File: config.mk
export PLATFORM = sky130hd
export DESIGN_NAME = rti_wakeup
export DESIGN_NICKNAME = d
export VERILOG_FILES = /design/src/rtl/rti_pkg.sv /design/src/rtl/rti_tick_gate.sv /design/src/rtl/rti_prescaler.sv /design/src/rtl/rti_ctrl_regs.sv /design/src/rtl/rti_wakeup.sv
export SDC_FILE = /design/constraint.sdc
export NUM_CORES = 1
export LEC_CHECK = 0
export ABC_AREA = 0
export ABC_CLOCK_PERIOD_IN_PS = 800
export BUFFER_PORTS_ARGS = -buffer_cell sky130_fd_sc_hd__buf_4
export CORE_MARGIN = 10
export CORE_UTILIZATION = 54
export CTS_BUF_LIST = sky130_fd_sc_hd__clkbuf_4 sky130_fd_sc_hd__clkbuf_8 sky130_fd_sc_hd__clkbuf_16
export CTS_CLUSTER_DIAMETER = 100
export DETAILED_ROUTE_END_ITERATION = 8
export HOLD_SLACK_MARGIN = 0.1
export PLACE_DENSITY = 0.78
export SETUP_SLACK_MARGIN = 0.4
export SYNTH_ARGS = -nofsm -noshare
export SYNTH_HDL_FRONTEND = slang
export SYNTH_HIERARCHICAL = 1
export SYNTH_SLANG_ARGS = --single-unit
export TNS_END_PERCENT = 10
File: constraint.sdc
create_clock -name clk -period 0.8 [get_ports clk]
set_input_delay 0.04 -clock clk [delete_from_list [all_inputs] [get_ports clk]]
set_output_delay 0.04 -clock clk [all_outputs]
set_load 0.005 [all_outputs]
File: src/rtl/rti_pkg.sv
package rti_pkg;
  localparam int CODE_W   = 3;
  localparam int CTRL_W   = 8;
  localparam int SRC_BIT  = 3;
  localparam int IE_BIT   = 4;
  localparam int ACK_BIT  = 5;
  localparam int FLAG_BIT = 7;

  typedef enum logic [1:0] {
    PM_RUN        = 2'd0,
    PM_WAIT       = 2'd1,
    PM_STOP_LIGHT = 2'd2,
    PM_STOP_DEEP  = 2'd3
  } pwr_mode_e;

  typedef struct packed {
    logic              ie;
    logic              src;
    logic [CODE_W-1:0] code;
  } ctrl_t;
endpackage

File: src/rtl/rti_tick_gate.sv
module rti_tick_gate
  import rti_pkg::*;
#(
  parameter bit HAS_REF = 1'b1
) (
  input  logic      lpo_tick,
  input  logic      ref_tick,
  input  logic      src_sel,
  input  pwr_mode_e mode,
  input  logic      ref_stop_en,
  input  logic      ref_low_range,
  output logic      tick
);
  logic ref_ok;

  generate
    if (HAS_REF) begin : g_ref
      always_comb begin
        unique case (mode)
          PM_RUN, PM_WAIT: ref_ok = ref_tick;
          PM_STOP_LIGHT:   ref_ok = ref_tick & ref_stop_en & ref_low_range;
          default:         ref_ok = 1'b0;
        endcase
      end
    end else begin : g_noref
      logic unused_ref_in;
      assign unused_ref_in = ref_tick ^ ref_stop_en ^ ref_low_range ^ (^mode);
      assign ref_ok = 1'b0;
    end
  endgenerate

  assign tick = src_sel ? ref_ok : lpo_tick;
endmodule

File: src/rtl/rti_prescaler.sv
module rti_prescaler
  import rti_pkg::*;
#(
  parameter int FIRST_LOG2  = 3,
  parameter int LOG2_OFFSET = 3,
  parameter int CNT_W       = LOG2_OFFSET + (1 << CODE_W) - 1
) (
  input  logic              clk,
  input  logic              rst_n,
  input  logic              tick,
  input  logic [CODE_W-1:0] code,
  input  logic              restart,
  output logic              done
);
  logic [CNT_W-1:0] cnt_q, cnt_d;
  logic             active;
  logic             at_last;

  function automatic logic [CNT_W-1:0] last_count(input logic [CODE_W-1:0] c);
    int l;
    l = (c == CODE_W'(1)) ? FIRST_LOG2 : int'(c) + LOG2_OFFSET;
    return CNT_W'((1 << l) - 1);
  endfunction

  assign active  = (code != '0);
  assign at_last = (cnt_q == last_count(code));

  always_comb begin
    cnt_d = cnt_q;
    done  = 1'b0;
    if (restart || !active) begin
      cnt_d = '0;
    end else if (tick) begin
      if (at_last) begin
        cnt_d = '0;
        done  = 1'b1;
      end else begin
        cnt_d = cnt_q + CNT_W'(1);
      end
    end
  end

  always_ff @(posedge clk or negedge rst_n) begin
    if (!rst_n) cnt_q <= '0;
    else        cnt_q <= cnt_d;
  end
endmodule

File: src/rtl/rti_ctrl_regs.sv
module rti_ctrl_regs
  import rti_pkg::*;
(
  input  logic              clk,
  input  logic              rst_n,
  input  logic              wr_en,
  input  logic [CTRL_W-1:0] wr_data,
  input  logic              period_done,
  output ctrl_t             ctrl,
  output logic              restart,
  output logic [CTRL_W-1:0] rd_data,
  output logic              irq
);
  ctrl_t ctrl_q, ctrl_d;
  logic  flag_q, flag_d;
  logic  ack;
  logic  unused_wr_bits;

  assign unused_wr_bits = wr_data[6] ^ wr_data[FLAG_BIT];

  assign ack     = wr_en & wr_data[ACK_BIT];
  assign restart = wr_en & ((wr_data[CODE_W-1:0] != ctrl_q.code) |
                            (wr_data[SRC_BIT] != ctrl_q.src));

  always_comb begin
    ctrl_d = ctrl_q;
    if (wr_en) begin
      ctrl_d.code = wr_data[CODE_W-1:0];
      ctrl_d.src  = wr_data[SRC_BIT];
      ctrl_d.ie   = wr_data[IE_BIT];
    end
  end

  always_comb begin
    if (period_done)  flag_d = 1'b1;
    else if (ack)     flag_d = 1'b0;
    else              flag_d = flag_q;
  end

  always_ff @(posedge clk or negedge rst_n) begin
    if (!rst_n) begin
      ctrl_q <= '0;
      flag_q <= 1'b0;
    end else begin
      ctrl_q <= ctrl_d;
      flag_q <= flag_d;
    end
  end

  always_comb begin
    rd_data                 = '0;
    rd_data[CODE_W-1:0]     = ctrl_q.code;
    rd_data[SRC_BIT]        = ctrl_q.src;
    rd_data[IE_BIT]         = ctrl_q.ie;
    rd_data[FLAG_BIT]       = flag_q;
  end

  assign ctrl = ctrl_q;
  assign irq  = flag_q & ctrl_q.ie;
endmodule

File: src/rtl/rti_wakeup.sv
module rti_wakeup
  import rti_pkg::*;
#(
  parameter int FIRST_LOG2  = 3,
  parameter int LOG2_OFFSET = 3,
  parameter bit HAS_REF     = 1'b1
) (
  input  logic       clk,
  input  logic       rst_n,
  input  logic       wr_en,
  input  logic [7:0] wr_data,
  output logic [7:0] rd_data,
  input  logic       lpo_tick,
  input  logic       ref_tick,
  input  logic       ref_stop_en,
  input  logic       ref_low_range,
  input  logic [1:0] pwr_mode,
  output logic       irq
);
  localparam int CNT_W = LOG2_OFFSET + (1 << CODE_W) - 1;

  logic  rst_meta_q, rst_sync_q;
  ctrl_t ctrl;
  logic  restart;
  logic  tick;
  logic  period_done;

  always_ff @(posedge clk or negedge rst_n) begin
    if (!rst_n) begin
      rst_meta_q <= 1'b0;
      rst_sync_q <= 1'b0;
    end else begin
      rst_meta_q <= 1'b1;
      rst_sync_q <= rst_meta_q;
    end
  end

  rti_tick_gate #(.HAS_REF(HAS_REF)) u_gate (
    .lpo_tick      (lpo_tick),
    .ref_tick      (ref_tick),
    .src_sel       (ctrl.src),
    .mode          (pwr_mode_e'(pwr_mode)),
    .ref_stop_en   (ref_stop_en),
    .ref_low_range (ref_low_range),
    .tick          (tick)
  );

  rti_prescaler #(
    .FIRST_LOG2  (FIRST_LOG2),
    .LOG2_OFFSET (LOG2_OFFSET),
    .CNT_W       (CNT_W)
  ) u_prescale (
    .clk     (clk),
    .rst_n   (rst_sync_q),
    .tick    (tick),
    .code    (ctrl.code),
    .restart (restart),
    .done    (period_done)
  );

  rti_ctrl_regs u_regs (
    .clk         (clk),
    .rst_n       (rst_sync_q),
    .wr_en       (wr_en),
    .wr_data     (wr_data),
    .period_done (period_done),
    .ctrl        (ctrl),
    .restart     (restart),
    .rd_data     (rd_data),
    .irq         (irq)
  );
endmodule

# Yosys cells after proc, flatten, opt, wreduce, memory -nomap -nowiden
# Cells that the tools add are included.
totals:
  reg_bits: 18
  inputBits: 17
  output_inout_bits: 9
  wordCells: 41
op_classes:
  n_addsub: 3
  n_eq_ne: 6
  shifts: 1
  mux: 11
  n_bitwise: 6
  n_reduce_logical: 7
ops:
  columns: ["operator", "n"]
  rows:
  - ["2-to-1 mux 32 bit", 1]
  - ["<< shifter 1 x 32 -> 10 bit, first input constant", 1]
  - ["2-to-1 mux 10 bit", 3]
  - ["adder 10 x 1 -> 10 bit, second input constant", 1]
  - ["== test 10 bit", 1]
  - ["subtractor 10 x 2 -> 10 bit, second input constant", 1]
  - ["2-to-1 mux 1 bit", 6]
  - ["AND 1 bit", 5]
  - ["adder 3 x 2 -> 4 bit, second input constant", 1]
  - ["nonzero test 2 bit", 2]
  - ["== test 3 x 1 -> 1 bit, second input constant", 1]
  - ["inequality test 3 bit", 1]
  - ["nonzero test 3 bit", 1]
  - ["== test 2 x 1 -> 1 bit, second input constant", 1]
  - ["== test 2 bit, second input constant", 1]
  - ["zero test 2 bit", 1]
  - ["one-hot mux 1 bit (2 select lines)", 1]
  - ["OR reduction 2 bit", 1]
  - ["zero test 1 bit", 1]
  - ["logical OR 1 bit", 1]
  - ["inequality test 1 bit", 1]
  - ["OR 1 bit", 1]

# Logic depth before layout (Yosys ltp)
# Gate-level depths: netlist of the first run.
logic_depth:
  word_depth: 9
  mapped_depth: 11
  ltp_nobuf: 9

# Hierarchy
# Netlist of the first run, hierarchy kept.
modules_own_cells:
  columns: ["mod", "n_inst", "cells_per_inst", "area_each_um2", "seq_area_each_um2"]
  rows:
  - ["rti_prescaler", 1, 102, 889.6, 250.2]
  - ["rti_ctrl_regs", 1, 29, 339.1, 150.1]
  - ["rti_wakeup", 1, 3, 53.8, 50.0]
  - ["rti_tick_gate", 1, 3, 23.8, 0.0]

# Worst setup path before layout of the first run
# No wires, ideal clock.
synth_path:
  path_kind: "register to register"
  start: "register u_regs.ctrl_q, in the netlist u_regs/ctrl[0]"
  end: "register u_prescale.cnt_q[6]"
  setup_time_ps: 64
  t_arrival_ps: 2412
  required_time_ps: 736
  path_slack_ps: -1676
  path_stages_with_launch: 11
  path_buffers: 1
  synth_period_minus_slack_ps: 2476
  cell_sequence: "dfrtp_1 > inv_1 > ha_1 > or2_1 > o21bai_1 > xor3_1 > nor4b_4 > a31o_4 > buf_6 > nor4_4 > a21o_1"
synth_via:
  elab_chain_len: 8
  elab_cells_between_ends: 16
  classes_between: "2 x add/sub; 3 x eq/ne; 1 x shift; 4 x mux; 2 x bitwise; 4 x reduce/logical"
synth_lines:
  columns: ["item", "line_no", "text"]
  rows:
  - ["start, declared", "rti_ctrl_regs.sv:14", "ctrl_t ctrl_q, ctrl_d;"]
  - ["start signal, assigned", "rti_ctrl_regs.sv:45", "ctrl_q <= ctrl_d;"]
  - ["adder 3 x 2 -> 4 bit or == test 3 x 1 -> 1 bit (tied branches)", "rti_prescaler.sv:21", "l = (c == CODE_W'(1)) ? FIRST_LOG2 : int'(c) + LOG2_OFFSET;"]
  - ["2-to-1 mux 32 bit", "rti_prescaler.sv:21", null]
  - ["<< shifter 1 x 32 -> 10 bit", "rti_prescaler.sv:22", "return CNT_W'((1 << l) - 1);"]
  - ["subtractor 10 x 2 -> 10 bit", "rti_prescaler.sv:22", null]
  - ["== test 10 bit", "rti_prescaler.sv:26", "assign at_last = (cnt_q == last_count(code));"]
  - ["2-to-1 mux 10 bit", "rti_prescaler.sv:34", "if (at_last) begin"]
  - ["2-to-1 mux 10 bit", "rti_prescaler.sv:33", "end else if (tick) begin"]
  - ["2-to-1 mux 10 bit", "rti_prescaler.sv:31", "if (restart || !active) begin"]
  - ["end signal, assigned", "rti_prescaler.sv:45", "else cnt_q <= cnt_d;"]
  - ["end, declared", "rti_prescaler.sv:15", "logic [CNT_W-1:0] cnt_q, cnt_d;"]
# Parallel ways exist; a longest one is shown, timed or not. The select of a mux whose other input is x is not followed.
# A chain may end at the register's enable or synchronous reset.

# Worst setup path after layout of the first run
layout_path:
  start: "register u_regs.ctrl_q, in the netlist u_regs/ctrl[1]"
  end: "register u_prescale.cnt_q[3]"
# Same word-level chain as after synthesis.

==> results of run 1 <==
==> final cells by class <==
class / count / share of cell area, %
clock buffers: 4 / 1.69
flip-flops and latches: 18 / 25.5
multi-input cells: 103 / 45.1
repair buffers: 54 / 24.5
well taps: 28 / 1.97
inverters: 4 / 1.27
==> placed cells by master (no fill, tap or decap), drive strengths merged, types with 6 or more instances in the layout <==
cell and count:
buf 53, dfrtp 18, nand2 14, nor2 10
xor2 9, nand3 7, o21ai 7, mux2 6
==> worst register-to-register path, stage by stage (launching register included) <==
cell	delay, ns
dfrtp_1	0.45
inv_6	0.06
ha_4	0.29
nor3b_4	0.21
xor2_1	0.19
a31oi_1	0.13
nor4b_4	0.34
a31o_4	0.26
nor3_1	0.07
a211o_1	0.26
==> state kept, by name, indices dropped and copies added, names as in the netlist <==
signal and flops:
u_prescale/cnt_q 10, rst_meta_q 1, rst_sync_q 1, u_regs/flag_q 1, u_regs/ctrl 5
==> worst max path at each step <==
stage	start	end	cells past startpoint
floorplan	u_regs/ctrl[1]	u_prescale/cnt_q[3]	11
global placement	u_regs/ctrl[1]	u_prescale/cnt_q[8]	9
detailed placement	u_regs/ctrl[1]	u_prescale/cnt_q[7]	9
CTS	u_regs/ctrl[1]	u_prescale/cnt_q[7]	9
global route	u_regs/ctrl[1]	u_prescale/cnt_q[3]	9
finish	u_regs/ctrl[1]	u_prescale/cnt_q[3]	9
==> metal layers <==
metal / part of all wire, % / track usage, %
met1: 38 / 14.7
met2: 56 / 25.9
met3: 3.1 / 2.71
met4: 2.2 / 6.43
met5: 0 / 0
==> cells by family (layout without fill, tap and decap cells) <==
logic type	after synthesis	after routing	synth area share, %
mux	7	7	5.94
simple gates	50	50	22.5
xor+xnor	11	11	8.53
fa+ha+maj	4	4	3.83
compound gates	28	28	15.4
buf+inv	17	62	8.72
flops	18	18	34.5
other cells	2	3	0.575
==> report_power, final <==
| group | switching, W | leakage (nW) | internal (W) |
|---|---|---|---|
| logic | 0.000386 | 0.601 | 0.000453 |
| registers | 0.0000494 | 0.232 | 0.000955 |
| clock network | 0.000300 | 0.0184 | 0.000228 |
==> metrics by stage <==
step,total power [W],util (%)
2_1_floorplan,0.00154,-
5_1_grt,0.00251,78.7
3_3_place_gp,0.00177,75.4
4_1_cts,0.00236,78.7
6_report,0.00237,78.7
3_5_place_dp,0.00181,75.4
==> timing repair <==
item | CTS | global route
setup endpoints to repair | 24 | 24
hold endpoints to repair | 8 | 8
cloned | 0 | 0
resized for setup | 12 | 0
pin swaps | 3 | 0
==> results_dict.tcl, run 1 <==
set metrics [dict create \
    status "finished with violations" \
    violations "negative hold slack, negative setup slack" \
    setup_slack_ns -1.59 \
    postSynthCellCount 137 \
    register_area_um2 453 \
    skew_ns 0.0217 \
    total_routing_resource_utilization_after_global_routing_pct 14.0 \
    dpl-instance-area_mm2 0.00170 \
    place_ws_ns -1.50 \
    fin_hold_ws_ns -0.0447 \
    powerDensity_mw_per_mm2 1340 \
    dp.final_hpwl_mm 2.56 \
    pin_count 26 \
    totalNegativeSetupSlack_ns -18.56 \
    postSynth.topFlopCell "dfrtp_1" \
    slew_violations 0 \
    grt_pass1_vias 1309 \
    static-leakage-power_nw 0.852 \
    tritoncts.num_buffers 3 \
    clock-sinks 18 \
    route.detailed.wl_per_inst_um 16.2 \
    layout.cell_area.non_filler_mm2 0.00177 \
    antenna_found_initial 0 \
    die_h_um 69.2 \
    timing.critical_path.max_delay_family "compound AO/OA/AOI/OAI gates" \
    max-cap-violations 0 \
    placed_cells 206 \
    critical_path.slowest_cell "dfrtp_1" \
    setup.worst_path.start_class "flop" \
    worstPathBufferInverterCount 1 \
    num-fill-cells 157 \
    max_freq_mhz 419 \
    synth_cell_type_count 45 \
    synth_seq_area_share_pct 34.5 \
    synth_most_common_cell "dfrtp_1" \
    clk_path_buf_depth 2 \
    synth_area_mm2 0.00131 \
    total_die_area_mm2 0.00479 \
    firstDrtPassIters 4 \
    insertedDiodeCount 0 \
    drc 0 \
    ff2ff_setup_slack_ns -1.59 \
    post-route-period-util_pct 299 \
    drtIter0Drc 44 \
    peakVddDrop_v 0.00125 \
    biggest_area_contributors_in_the_synthesized_netlist "dfrtp_1 34%, xor2_1 6.0%, buf_4 5.2%, mux2_2 5.2%, nand2_1 4.0%" \
    worst_endpoint_data_arrival_time_ns 2.57 \
    cts_max_level 1 \
    critPathCaptureType "flop" \
    worstReg2RegEnd "u_prescale/cnt_q[3]" \
    placeableCoreArea_mm2 0.00225 \
    timing.hold.worst.class "primary input to flop" \
    worst-path-max-fanout 10 \
    first_pass_grt_wire_length_mm 5.79 \
    r2r-start "u_regs/ctrl[1]" \
    finalSetupViolations 22 \
    hold_path_end "u_regs/ctrl[4]" \
    clk_root_buffer_cell "clkbuf_4" \
    vias_per_cell 5.62 \
    nNetsFinal 205 \
    clk_pin_slew_ns 0.12 \
    ff2ff_path_depth 9 \
    area_growth_syn_to_layout_pct 35.8 \
    worst_ep_required_time_ns 0.98 \
    asr_flop_ratio_synth_pct 100 \
    post_layout_nonfiller_instances 211 \
    synthesis.yosys.warnings 6 \
    cts.repair_timing.setup_buffer_count 0 \
    max_stage_delay_ns 0.45 \
    rows 17 \
    wirelength_mm 3.41 \
    hold_start "wr_data[4]" \
    layout-drive-gt1-share_pct 42.6 \
    synth-edff-count 0 \
    hold_buffers 1 \
    route.antenna.remaining_nets 0 \
    overflow 0 \
    total_of_buffers_placed_on_input_and_output_ports 21 \
    grt_start_max_net_pins 13 \
    vias_after_detailed_routing 1186 \
    synth_common_cells "18 x dfrtp_1, 14 x nand2_1, 10 x nor2_1, 9 x buf_4, 9 x xor2_1" \
    tritoncts "done" \
    count_of_state_elements_after_synthesis 18 \
    critical_path.cell_chain "inv_6 > ha_4 > nor3b_4 > xor2_1 > a31oi_1 > nor4b_4 > a31o_4 > nor3_1 > a211o_1" \
    die_w_um 69.2 \
    post-synth-top-area-fraction_pct 34.5 \
    synthDominantAreaCellType "dfrtp_1" \
    start_util_pct 57.9 \
    hold_violation_total_from_the_final_report 5 \
    multiInputGateArea_um2 800 \
    worstSetupPathType "flop to flop" \
    synthesis.area_per_instance_um2 9.53 \
    min_period_ns 2.39 \
    gp_congestion 0.875 \
    grt_setup_unrepaired "true" \
    clkLatencyLatePin_ns 0.31 \
    whs_path_depth 2 \
]
No activity file was read; power rests on OpenSTA's default activity.
==> run 2: changes to the inputs <==
--- a/config.mk
+++ b/config.mk
@@ -13,9 +13,11 @@
 export CTS_BUF_LIST = sky130_fd_sc_hd__clkbuf_4 sky130_fd_sc_hd__clkbuf_8 sky130_fd_sc_hd__clkbuf_16
 export CTS_CLUSTER_DIAMETER = 100
 export DETAILED_ROUTE_END_ITERATION = 8
-export HOLD_SLACK_MARGIN = 0.1
+export HOLD_SLACK_MARGIN = 0.08
 export PLACE_DENSITY = 0.78
 export SETUP_SLACK_MARGIN = 0.4
+export SKIP_LAST_GASP = 1
+export SLEW_MARGIN = 25
 export SYNTH_ARGS = -nofsm -noshare
 export SYNTH_HDL_FRONTEND = slang
 export SYNTH_HIERARCHICAL = 1
==> results_dict.tcl, run 2 (synthesis gave the netlist of run 1 again) <==
set metrics [dict create \
    max_stage_delay_ns 0.44 \
    most-common-layout-cells "53 x buf_4, 17 x dfrtp_1, 14 x nand2_1" \
    rows 17 \
    overflow 0 \
    num-fill-cells 161 \
    fin_hold_ws_ns -0.0305 \
    multiInputGateArea_um2 793 \
    layout-drive-gt1-share_pct 41.0 \
    antenna_found_initial 0 \
    timing.hold.worst.class "primary input to flop" \
    route.antenna.remaining_nets 0 \
    peakVddDrop_v 0.00118 \
    pin_count 26 \
    grt_start_max_net_pins 13 \
    violations "negative hold slack, negative setup slack" \
    insertedDiodeCount 0 \
    powerDensity_mw_per_mm2 1320 \
    min_period_ns 2.34 \
    drc 0 \
    worst_endpoint_data_arrival_time_ns 2.51 \
    clk_path_buf_depth 2 \
    place_ws_ns -1.50 \
    worst-path-max-fanout 10 \
    firstDrtPassIters 4 \
    setup_slack_ns -1.54 \
    nNetsFinal 205 \
    dp.final_hpwl_mm 2.56 \
    clkLatencyLatePin_ns 0.30 \
    total_of_buffers_placed_on_input_and_output_ports 21 \
    route.detailed.wl_per_inst_um 14.8 \
    cts_max_level 1 \
    die_h_um 69.2 \
    tritoncts "done" \
    critical_path.slowest_cell "dfrtp_1" \
    grt_pass1_vias 1246 \
    timing.critical_path.max_delay_family "compound AO/OA/AOI/OAI gates" \
    wirelength_mm 3.12 \
    worst_ep_required_time_ns 0.98 \
    setup.worst_path.start_class "flop" \
    register_name_with_the_most_flops "u_prescale/cnt_q" \
    critPathCaptureType "flop" \
    clk_pin_slew_ns 0.10 \
    total_routing_resource_utilization_after_global_routing_pct 13.0 \
    area_growth_syn_to_layout_pct 33.2 \
    start_util_pct 57.9 \
    worstPathBufferInverterCount 1 \
    totalNegativeSetupSlack_ns -18.16 \
    register_area_um2 452 \
    status "finished with violations" \
    static-leakage-power_nw 0.845 \
    largest_reg_flops 10 \
    cts_resized 0 \
    post-route-period-util_pct 292 \
    hold_violation_total_from_the_final_report 5 \
    drtIter0Drc 72 \
    vias_per_cell 5.48 \
    first_pass_grt_wire_length_mm 5.40 \
    clk_root_buffer_cell "clkbuf_4" \
    worstSetupPathType "flop to flop" \
    tritoncts.num_buffers 3 \
    mostFrequentLayoutCell "buf_4" \
    grt_setup_unrepaired "true" \
    die_w_um 69.2 \
    skew_ns 0.0114 \
    power_w 0.00230 \
    total_die_area_mm2 0.00479 \
    slew_violations 0 \
    hold_buffers 1 \
    critical_path.cell_chain "inv_6 > ha_4 > nor3b_4 > xor2_1 > a31oi_1 > nor4b_4 > a31o_4 > nor3_1 > a211o_1" \
    gp_congestion 0.875 \
    finalSetupViolations 22 \
    max_freq_mhz 428 \
    placeableCoreArea_mm2 0.00225 \
    clock-sinks 18 \
    vias_after_detailed_routing 1157 \
    max-cap-violations 0 \
]
run 2: worst paths after layout:
| path | startpoint | endpoint | slack, ns | cells after the start |
|---|---|---|---|---|
| min in group asynchronous | rst_n | rst_meta_q | 0.05 | 2 |
| setup reg to reg | u_regs/ctrl[1] | u_prescale/cnt_q[3] | -1.54 | 9 |
| setup / recovery | u_regs/ctrl[1] | u_prescale/cnt_q[3] | -1.54 | 9 |
| hold / removal | wr_data[4] | u_regs/ctrl[4] | -0.03 | 2 |
| hold reg to reg | rst_sync_q | u_regs/ctrl[4] | 0.17 | 1 |
| max in group asynchronous | rst_sync_q | u_prescale/cnt_q[3] | 0.45 | 1 |
run 2: what timing repair did:
item / 4_1_cts / 5_1_grt
pin swaps: 0 / 0
endpoints found under the setup margin: 24 / 24
hold endpoints to repair: 8 / 8
buffers inserted: 0 / 0
run 2: layout make-up:
class | count | area share, %
flip-flops and latches | 18 | 26.0
well taps | 28 | 2.01
multi-input cells | 103 | 45.6
clock buffers | 4 | 1.73
repair buffers | 54 | 23.4
inverters | 4 | 1.29
run 2: stage by stage:
step	cell area (µm²)	cells	hold WS (ns)	util, %
floorplan	1370	138	-0.256	-
global placement	1700	206	-0.178	75.4
detailed placement	1700	206	-0.176	75.4
CTS	1740	211	-0.0393	77.2
global route	1740	211	-0.0330	77.2
finish	1740	211	-0.0305	77.2
run 2: per-layer routing:
metal	global-route usage (%)	part of all wire (%)	wire (µm)
met1	13.9	40	1260
met2	24.2	56	1750
met3	2.28	3.1	97
met4	5.10	0.54	17
met5	0	0	0
run 2: worst reg2reg max path, cell delays in order, from the launching register on:
cell and delay (ns):
dfrtp_1 0.44, inv_6 0.06, ha_4 0.28, nor3b_4 0.21, xor2_1 0.18, a31oi_1 0.13, nor4b_4 0.32, a31o_4 0.26
nor3_1 0.07, a211o_1 0.26
run 2: where the power goes:
group          leakage, nW  internal [W]  total, W  switching (W)
sequential           0.233      0.000954   0.00100      0.0000459
clock               0.0184      0.000228  0.000500       0.000272
combinational        0.593      0.000432  0.000801       0.000369
total                0.845       0.00161   0.00230       0.000687
==> run 3: changes to the inputs <==
--- a/config.mk
+++ b/config.mk
@@ -14,7 +14,7 @@
 export CTS_CLUSTER_DIAMETER = 100
 export DETAILED_ROUTE_END_ITERATION = 8
 export HOLD_SLACK_MARGIN = 0.08
-export PLACE_DENSITY = 0.78
+export PLACE_DENSITY_LB_ADDON = 0.08
 export SETUP_SLACK_MARGIN = 0.4
 export SKIP_LAST_GASP = 1
 export SLEW_MARGIN = 25
==> results_dict.tcl, run 3 (synthesis gave the netlist of run 1 again) <==
set metrics [dict create \
    status "finished with violations" \
    violations "negative hold slack, negative setup slack" \
    min_period_ns 2.33 \
    tritoncts.num_buffers 3 \
    total_of_buffers_placed_on_input_and_output_ports 21 \
    clock-sinks 18 \
    cts_max_level 1 \
    grt_pass1_vias 1199 \
    start_util_pct 57.9 \
    startpoint "u_regs/ctrl[1]" \
    most-common-layout-cells "55 x buf_4, 17 x dfrtp_1, 14 x nand2_1" \
    nNetsFinal 207 \
    post-route-period-util_pct 292 \
    die_h_um 69.2 \
    firstDrtPassIters 4 \
    peakVddDrop_v 0.00136 \
    hold_buffers 1 \
    grt_setup_unrepaired "true" \
    critical_path.cell_chain "inv_6 > ha_4 > nor3b_4 > xor2_1 > a31oi_1 > nor4b_4 > a31o_4 > nor3_1 > a211o_1" \
    powerDensity_mw_per_mm2 1350 \
    mostFrequentLayoutCell "buf_4" \
    total_routing_resource_utilization_after_global_routing_pct 13.5 \
    largest_reg_flops 10 \
    pin_count 26 \
    total_die_area_mm2 0.00479 \
    setup_slack_ns -1.53 \
    skew_ns 0.00637 \
    tritoncts "done" \
    vias_per_cell 5.30 \
    whs_path_depth 2 \
    worstReg2RegEnd "u_prescale/cnt_q[7]" \
    drc 0 \
    insertedDiodeCount 0 \
    route.detailed.wl_per_inst_um 14.8 \
    grt_start_max_net_pins 13 \
    register_name_with_the_most_flops "u_prescale/cnt_q" \
    hold_start "wr_data[4]" \
    worstSetupPathType "flop to flop" \
    clkLatencyLatePin_ns 0.30 \
    finalSetupViolations 22 \
    die_w_um 69.2 \
    vias_after_detailed_routing 1129 \
    cts.repair_timing.setup_buffer_count 0 \
    first_pass_grt_wire_length_mm 5.46 \
    timing.hold.worst.class "primary input to flop" \
    grt_use_met1_pct 15.2 \
    met2_usage_pct 23.6 \
    clk_root_buffer_cell "clkbuf_4" \
    hold_violation_total_from_the_final_report 4 \
    max-cap-violations 0 \
    worst-path-max-fanout 11 \
    area_growth_syn_to_layout_pct 36.0 \
    static-leakage-power_nw 0.862 \
    layout-drive-gt1-share_pct 43.2 \
    overflow 0 \
    power_w 0.00241 \
    clk_path_buf_depth 2 \
    place_ws_ns -1.52 \
    dp.final_hpwl_mm 2.61 \
    placeableCoreArea_mm2 0.00225 \
    worst_ep_required_time_ns 1.00 \
    critPathCaptureType "flop" \
    r2r-start "u_regs/ctrl[1]" \
    drtIter0Drc 62 \
    slew_violations 0 \
    gp_congestion 0.810 \
    setup.worst_path.start_class "flop" \
    max_stage_delay_ns 0.44 \
    clk_pin_slew_ns 0.11 \
    antenna_found_initial 0 \
    grt_most_used_layer "met2" \
    fin_hold_ws_ns -0.0191 \
    rows 17 \
    critical_path.slowest_cell "dfrtp_1" \
    ff2ff_path_depth 9 \
    hold_path_end "u_regs/ctrl[4]" \
    wirelength_mm 3.16 \
    worst_endpoint_data_arrival_time_ns 2.53 \
    ff2ff_setup_slack_ns -1.53 \
    totalNegativeSetupSlack_ns -18.12 \
    route.antenna.remaining_nets 0 \
    grt_util_met3_pct 2.85 \
    max_freq_mhz 429 \
]
==> run 3: cell count changes in the layout (fill, tap and decap cells not counted) <==
cell / delta
buf_4: +2
a21oi_2: +1
clkbuf_4: -1
clkbuf_8: +1
o21ai_2: +1
a21oi_1: -1
o21ai_1: -1
xor2_1: -1
xor2_2: +1
==> run 3: critical path, delay by kind of cell (launching register included) <==
kind | cells | cell delay (ns)
XOR/XNOR | 1 | 0.18
buffers and inverters | 1 | 0.06
AND/OR/NAND/NOR | 3 | 0.61
AO/OA/AOI/OAI | 3 | 0.67
flip-flops | 1 | 0.44
adder cells (fa/ha/maj) | 1 | 0.28
==> run 3: layer usage <==
layer  wire length (µm)  up-vias
met5                  0        -
li1                   -      567
met2               1730       22
met4                 40        0
met3                121        4
met1               1270      536
==> run 3: what timing repair did <==
action,in CTS,in global routing
pin swaps,0,2
gates resized for setup,0,3
setup endpoints to repair,24,24
endpoints found under the hold margin,8,8
==> run 3: layout make-up <==
type                            count  area [µm²]
Multi-Input combinational cell    103         808
Timing Repair Buffer               56         423
Fill cell                         153         478
Sequential cell                    18         452
Tap cell                           28        35.0
Inverter                            4        22.5
Clock buffer                        4        36.3
==> run 3: how the worst max path moves through the flow <==
stage                          endpoint  depth (start not counted)
floorplan           u_prescale/cnt_q[3]                         11
global placement    u_prescale/cnt_q[8]                          9
detailed placement  u_prescale/cnt_q[3]                          9
CTS                 u_prescale/cnt_q[2]                          9
global route        u_prescale/cnt_q[3]                          9
finish              u_prescale/cnt_q[7]                          9
==> run 3: where the power goes <==
group	switching [W]	internal [W]	leakage, nW
combinational	0.000378	0.000459	0.608
sequential	0.0000448	0.000954	0.233
clock	0.000293	0.000278	0.0210
total	0.000716	0.00169	0.862
==> run 3: metrics by stage <==
stage	cell area, µm²	util (%)	cells
global route	1780	78.8	213
finish	1780	78.8	213
floorplan	1370	-	138
global placement	1720	76.1	208
detailed placement	1720	76.1	208
CTS	1760	78.1	213
